[src/rtl/prio_irq_pkg.sv]
package prio_irq_pkg;

    typedef enum logic [2:0] {
        SEQ_WAIT_START,
        SEQ_WAIT_BASE,
        SEQ_WAIT_CASC,
        SEQ_WAIT_MODE,
        SEQ_READY
    } seq_state_e;

    // command codes for end of interrupt, bits 7:5 of a command word
    localparam logic [2:0] EOI_ANY  = 3'b001;
    localparam logic [2:0] EOI_ONE  = 3'b011;

endpackage

[src/rtl/irq_init_seq.sv]
module irq_init_seq
    import prio_irq_pkg::*;
#(
    parameter int BASE_W = 5
) (
    input  logic              clk,
    input  logic              rst_n,
    input  logic              start_wr,
    input  logic              data_wr,
    input  logic              opt_single,
    input  logic              opt_mode,
    input  logic [BASE_W-1:0] base_in,
    output logic              ready,
    output logic              mask_wr,
    output logic [BASE_W-1:0] base_hi
);

    typedef struct packed {
        seq_state_e        state;
        logic              single;
        logic              mode;
        logic [BASE_W-1:0] base;
    } seq_t;

    seq_t seq_d, seq_q;

    always_comb begin
        seq_d   = seq_q;
        mask_wr = 1'b0;
        if (start_wr) begin
            seq_d.state  = SEQ_WAIT_BASE;
            seq_d.single = opt_single;
            seq_d.mode   = opt_mode;
        end else if (data_wr) begin
            case (seq_q.state)
                SEQ_WAIT_BASE: begin
                    seq_d.base = base_in;
                    if (!seq_q.single)  seq_d.state = SEQ_WAIT_CASC;
                    else if (seq_q.mode) seq_d.state = SEQ_WAIT_MODE;
                    else                 seq_d.state = SEQ_READY;
                end
                SEQ_WAIT_CASC: seq_d.state = seq_q.mode ? SEQ_WAIT_MODE : SEQ_READY;
                SEQ_WAIT_MODE: seq_d.state = SEQ_READY;
                SEQ_READY:     mask_wr = 1'b1;
                default:       ;
            endcase
        end
    end

    always_ff @(posedge clk) begin
        if (!rst_n) begin
            seq_q.state  <= SEQ_WAIT_START;
            seq_q.single <= 1'b0;
            seq_q.mode   <= 1'b0;
            seq_q.base   <= '0;
        end else begin
            seq_q <= seq_d;
        end
    end

    assign ready   = (seq_q.state == SEQ_READY);
    assign base_hi = seq_q.base;

endmodule

[src/rtl/irq_prio_resolver.sv]
module irq_prio_resolver #(
    parameter int N  = 8,
    parameter int IW = 3
) (
    input  logic [N-1:0]  pend,
    input  logic [N-1:0]  insvc,
    output logic          raise,
    output logic [IW-1:0] win_idx
);

    logic          req_hit, svc_hit;
    logic [IW-1:0] svc_idx;

    // scan from the lowest priority upward so the lowest index is kept last
    always_comb begin
        req_hit = 1'b0;
        svc_hit = 1'b0;
        win_idx = '0;
        svc_idx = '0;
        for (int i = N - 1; i >= 0; i--) begin
            if (pend[i]) begin
                req_hit = 1'b1;
                win_idx = IW'(i);
            end
            if (insvc[i]) begin
                svc_hit = 1'b1;
                svc_idx = IW'(i);
            end
        end
        raise = req_hit && (!svc_hit || (win_idx < svc_idx));
    end

endmodule

[src/rtl/prio_irq_ctrl.sv]
module prio_irq_ctrl
    import prio_irq_pkg::*;
#(
    parameter int DATA_W = 8
) (
    input  logic              clk,
    input  logic              rst_n,
    input  logic              cs,
    input  logic              addr,
    input  logic              wr,
    input  logic              rd,
    input  logic [DATA_W-1:0] wdata,
    output logic [DATA_W-1:0] rdata,
    input  logic [DATA_W-1:0] irq_in,
    input  logic              inta,
    output logic              int_out,
    output logic [DATA_W-1:0] vector
);

    localparam int N_IRQ  = DATA_W;
    localparam int IDX_W  = $clog2(N_IRQ);
    localparam int BASE_W = DATA_W - IDX_W;

    typedef struct packed {
        logic [N_IRQ-1:0]  prev;
        logic [N_IRQ-1:0]  irr;
        logic [N_IRQ-1:0]  isr;
        logic [N_IRQ-1:0]  imr;
        logic [DATA_W-1:0] vec;
        logic [DATA_W-1:0] rdat;
    } ctl_t;

    ctl_t st_d, st_q;

    logic              cmd_wr, data_wr, start_wr, ready, mask_wr, raise;
    logic              eoi_any, eoi_one;
    logic [BASE_W-1:0] base_hi;
    logic [IDX_W-1:0]  win_idx;

    assign cmd_wr   = cs && wr && !addr;
    assign data_wr  = cs && wr && addr;
    assign start_wr = cmd_wr && wdata[4];
    assign eoi_any  = ready && cmd_wr && !wdata[4] && !wdata[3]
                      && (wdata[DATA_W-1:DATA_W-3] == EOI_ANY);
    assign eoi_one  = ready && cmd_wr && !wdata[4] && !wdata[3]
                      && (wdata[DATA_W-1:DATA_W-3] == EOI_ONE);

    irq_init_seq #(.BASE_W(BASE_W)) i_seq (
        .clk        (clk),
        .rst_n      (rst_n),
        .start_wr   (start_wr),
        .data_wr    (data_wr),
        .opt_single (wdata[1]),
        .opt_mode   (wdata[0]),
        .base_in    (wdata[DATA_W-1:IDX_W]),
        .ready      (ready),
        .mask_wr    (mask_wr),
        .base_hi    (base_hi)
    );

    irq_prio_resolver #(.N(N_IRQ), .IW(IDX_W)) i_res (
        .pend    (st_q.irr & ~st_q.imr),
        .insvc   (st_q.isr),
        .raise   (raise),
        .win_idx (win_idx)
    );

    always_comb begin
        logic [N_IRQ-1:0] irr_clr, isr_set, isr_clr;
        logic [N_IRQ-1:0] svc_low;
        st_d    = st_q;
        irr_clr = '0;
        isr_set = '0;
        isr_clr = '0;
        st_d.prev = irq_in;

        if (inta) begin
            if (raise) begin
                irr_clr[win_idx] = 1'b1;
                isr_set[win_idx] = 1'b1;
                st_d.vec = {base_hi, win_idx};
            end else begin
                st_d.vec = {base_hi, {IDX_W{1'b1}}};
            end
        end

        // lowest set bit of the in-service register
        svc_low = st_q.isr & (~st_q.isr + 1'b1);
        if (eoi_any) isr_clr = svc_low;
        if (eoi_one) isr_clr[wdata[IDX_W-1:0]] = 1'b1;

        st_d.irr = (st_q.irr & ~irr_clr) | (irq_in & ~st_q.prev);
        st_d.isr = (st_q.isr & ~isr_clr) | isr_set;
        if (mask_wr) st_d.imr = wdata;

        if (start_wr) begin
            st_d.irr = '0;
            st_d.isr = '0;
            st_d.imr = '1;
        end

        if (cs && rd) st_d.rdat = addr ? st_q.imr : st_q.isr;
    end

    always_ff @(posedge clk) begin
        if (!rst_n) begin
            st_q.prev <= '0;
            st_q.irr  <= '0;
            st_q.isr  <= '0;
            st_q.imr  <= '1;
            st_q.vec  <= '0;
            st_q.rdat <= '0;
        end else begin
            st_q <= st_d;
        end
    end

    assign int_out = raise;
    assign vector  = st_q.vec;
    assign rdata   = st_q.rdat;

endmodule

[config.mk]
export PLATFORM = sky130hd
export DESIGN_NAME = prio_irq_ctrl
export DESIGN_NICKNAME = d
export VERILOG_FILES = /design/src/rtl/prio_irq_pkg.sv /design/src/rtl/irq_init_seq.sv /design/src/rtl/irq_prio_resolver.sv /design/src/rtl/prio_irq_ctrl.sv
export SDC_FILE = /design/constraint.sdc
export NUM_CORES = 1
export LEC_CHECK = 0
export BUFFER_PORTS_ARGS = -buffer_cell sky130_fd_sc_hd__buf_2
export CAP_MARGIN = 10
export CORE_MARGIN = 4
export CORE_UTILIZATION = 61
export CTS_CLUSTER_SIZE = 20
export DETAILED_ROUTE_END_ITERATION = 10
export GPL_TIMING_DRIVEN = 0
export PLACE_DENSITY = 0.84
export SYNTH_ARGS = -nofsm -noshare
export SYNTH_HDL_FRONTEND = slang
export SYNTH_SLANG_ARGS = --single-unit
[constraint.sdc]
create_clock -name clk -period 4.8 [get_ports clk]
set_clock_uncertainty 0.15 [all_clocks]
set_input_delay 0.72 -clock clk [delete_from_list [all_inputs] [get_ports clk]]
set_output_delay 0.72 -clock clk [all_outputs]
set_load 0.05 [all_outputs]
==> flow_summary.toml <==
[synth]
async_flop_share_pct = 0
synth_top_cell_area_share_pct = 41.1
synth_mux_area_share_pct = 6.03
synth-edff-count = 0
synth_top_area_cell = "dfxtp_1"
synthAdderAreaFrac_pct = 0.887
synth_compound_area_share_pct = 16.9
netlist_instances = 328
ys.flop_type = "dfxtp_1"
syn-cell-area_sq_um = 2820
synthXorXnorAreaFrac_pct = 0
synth-seq-cells = 58
ys_types = 48
synth_top_family_by_area = "simple AND/OR/NAND/NOR gates"
syn-num-nets = 353
yosysWarningCount = 0
synth-simple-area-share_pct = 28.7
ys_seq_area_share_pct = 41.1
synth.area.top_cells = "dfxtp_1, nand2_1, mux2i_1"
syn_area_per_cell_sq_um = 8.61

[sta]
rsz0062_at_grt = "false"
finalHoldViolCount = 0
finalWorstSetupSlack_ns = 1.19
fin_hold_ws_ns = 0.313
tns_ns = 0
fmax_mhz = 277
finalSetupViolCount = 0
drv_slew = 0
period_share_pct = 75.2
slew_headroom_pct = 41.1
fin_crit_ns = 3.61
worstMarginPinSlew_ns = 0.871

[placement]
dp_hpwl_um = 4960
dp.cells = 420
routabilityCongestion = 0.911
pre_cts_ws_ns = 1.55
numPortBuffers = 39

[worst_setup_path]
crit_path_max_incr_delay_ns = 0.39
worstSetupEndpointType = "output port"
cp-start-kind = "flip-flop"
arrival_ns = 2.74
path_cells = "nand2b_1, and2_0, clkbuf_1, nand2_1, nor2_1, ha_1, a21oi_1, a21o_2, a31o_2, and2_1, buf_2"
cp_slowest_cell = "dfxtp_1"
crit_type = "reg -> out"
required_ns = 3.93
worst-path-max-fanout = 6
r2r_slack_ns = 1.89

[route]
wl_per_cell_um = 15.7
vias_per_cell = 5.84
drt_iter0_drc = 289
routed_wl_um = 6860
drc = 0
ant_nets = 0
first_pass_iters = 4
vias = 2548

[clocking]
clock_latency_ns = 0.34
cts_root_buf = "clkbuf_8"
path_clk_slew_ns = 0.07
holdBufCountCts = 0
cts_tree = "done"
clock-sinks = 58
post_cts_buffers = 0
cts_buffers = 9
cts.htree.levels = 3
cts_resized = 0
clk_path_buf_depth = 2

[global_routing]
grt_pass1_vias = 2423
met1_usage_pct = 31.9
busiest_layer = "met2"
grt_pass1_wl_um = 11400
grt_max_degree = 12
grtUsageMet2_pct = 37.4
grt_overflow = 0
grtUsageMet3_pct = 5.79
track_usage_pct = 24.3
grt_antenna_before_repair = 0

[floorplan]
die_area_sq_um = 5780
io_pins = 40
num_rows = 24
die-height_um = 76.0
die_width_um = 76.0
core_sq_um = 4410
start_util_pct = 63.9

[final_layout]
final_cell_mix = "dfxtp_1, nand2_1, buf_2"
final_common_cell = "dfxtp_1"
antenna_cells = 0
nets = 404
area_growth_syn_to_layout_pct = 18.8
fin_cells = 436
utilization_pct = 76.0
drive_gt1_share_pct = 21.1

[job]
maxCapViolations = 0

[status]
outcome = "finished clean"

[min_path]
hold_path_class = "reg -> reg"

[power]
p_per_area_nw_per_um2 = 361
p_leak_nw = 1.50
max-vdd-ir-drop_mv = 0.254
[per-layer routing]
metal,up-vias,wire length (um)
met3,20,387
met1,1185,3080
met4,0,238
met2,88,3150
li1,1255,-
met5,-,0
[critical path: cells and delay by family, from the launching register on]
kind | cells | cell delay (ns)
adder cells (fa/ha/maj) | 1 | 0.26
AO/OA/AOI/OAI | 3 | 0.57
flip-flops | 1 | 0.39
AND/OR/NAND/NOR | 5 | 0.71
buffers and inverters | 2 | 0.48
[where the power goes]
| part | switching (mW) | leakage, nW | internal, mW |
|---|---|---|---|
| combinational | 0.0625 | 0.899 | 0.0401 |
| sequential | 0.00800 | 0.475 | 0.498 |
| clock | 0.206 | 0.129 | 0.397 |
| total | 0.276 | 1.50 | 0.935 |
[cell families after synthesis]
group                      Yosys count
AOI/OAI and AO/OA                   68
adders and majority gates            2
buffers and inverters               32
DFF                                 58
muxes                               17
and+or+nand+nor                    151
[path summary, 6_finish.rpt]
check             endpoint  startpoint  cells past startpoint
setup / recovery   int_out    st_q[19]                     11
hold / removal    st_q[33]    st_q[33]                      2
setup reg to reg  st_q[39]    st_q[19]                     11
hold reg to reg   st_q[33]    st_q[33]                      2
[cell type report]
class	instances	area (sq um)
Multi-Input combinational cell	238	1480
Sequential cell	58	1160
Fill cell	336	1060
Timing Repair Buffer	40	200
Buffer	30	173
Clock inverter	7	141
Clock buffer	9	124
Tap cell	52	65.1
Inverter	2	7.51
[per-stage QoR]
step / power, mW / instance area, sq um
floorplan: 0.587 / 2820
CTS: 1.21 / 3350
detailed placement: 0.618 / 3090
global route: 1.26 / 3350
finish: 1.21 / 3350
global placement: 0.615 / 3080
[cells in the mapped netlist, types with 3 or more instances]
cell / count
dfxtp_1: 58
nand2_1: 47
nor2b_1: 21
mux2i_1: 17
buf_4: 16
nor2_1: 16
o21ai_0: 15
nand3_1: 14
clkbuf_1: 13
a21oi_1: 12
nand2b_1: 12
and2_1: 11
o211a_1: 8
nor3_1: 5
o21a_1: 4
o22ai_1: 4
o31ai_1: 4
a21boi_0: 3
a31oi_1: 3
nand4_1: 3
nor4_1: 3
o41ai_1: 3
or3_1: 3
[state kept, by name, indices dropped and copies added, names as in the netlist]
name,cells
rdata,8
i_seq.base_hi,5
st_q,32
i_seq.seq_q,5
vector,8
Note: power is estimated with default switching activity, not from simulation.
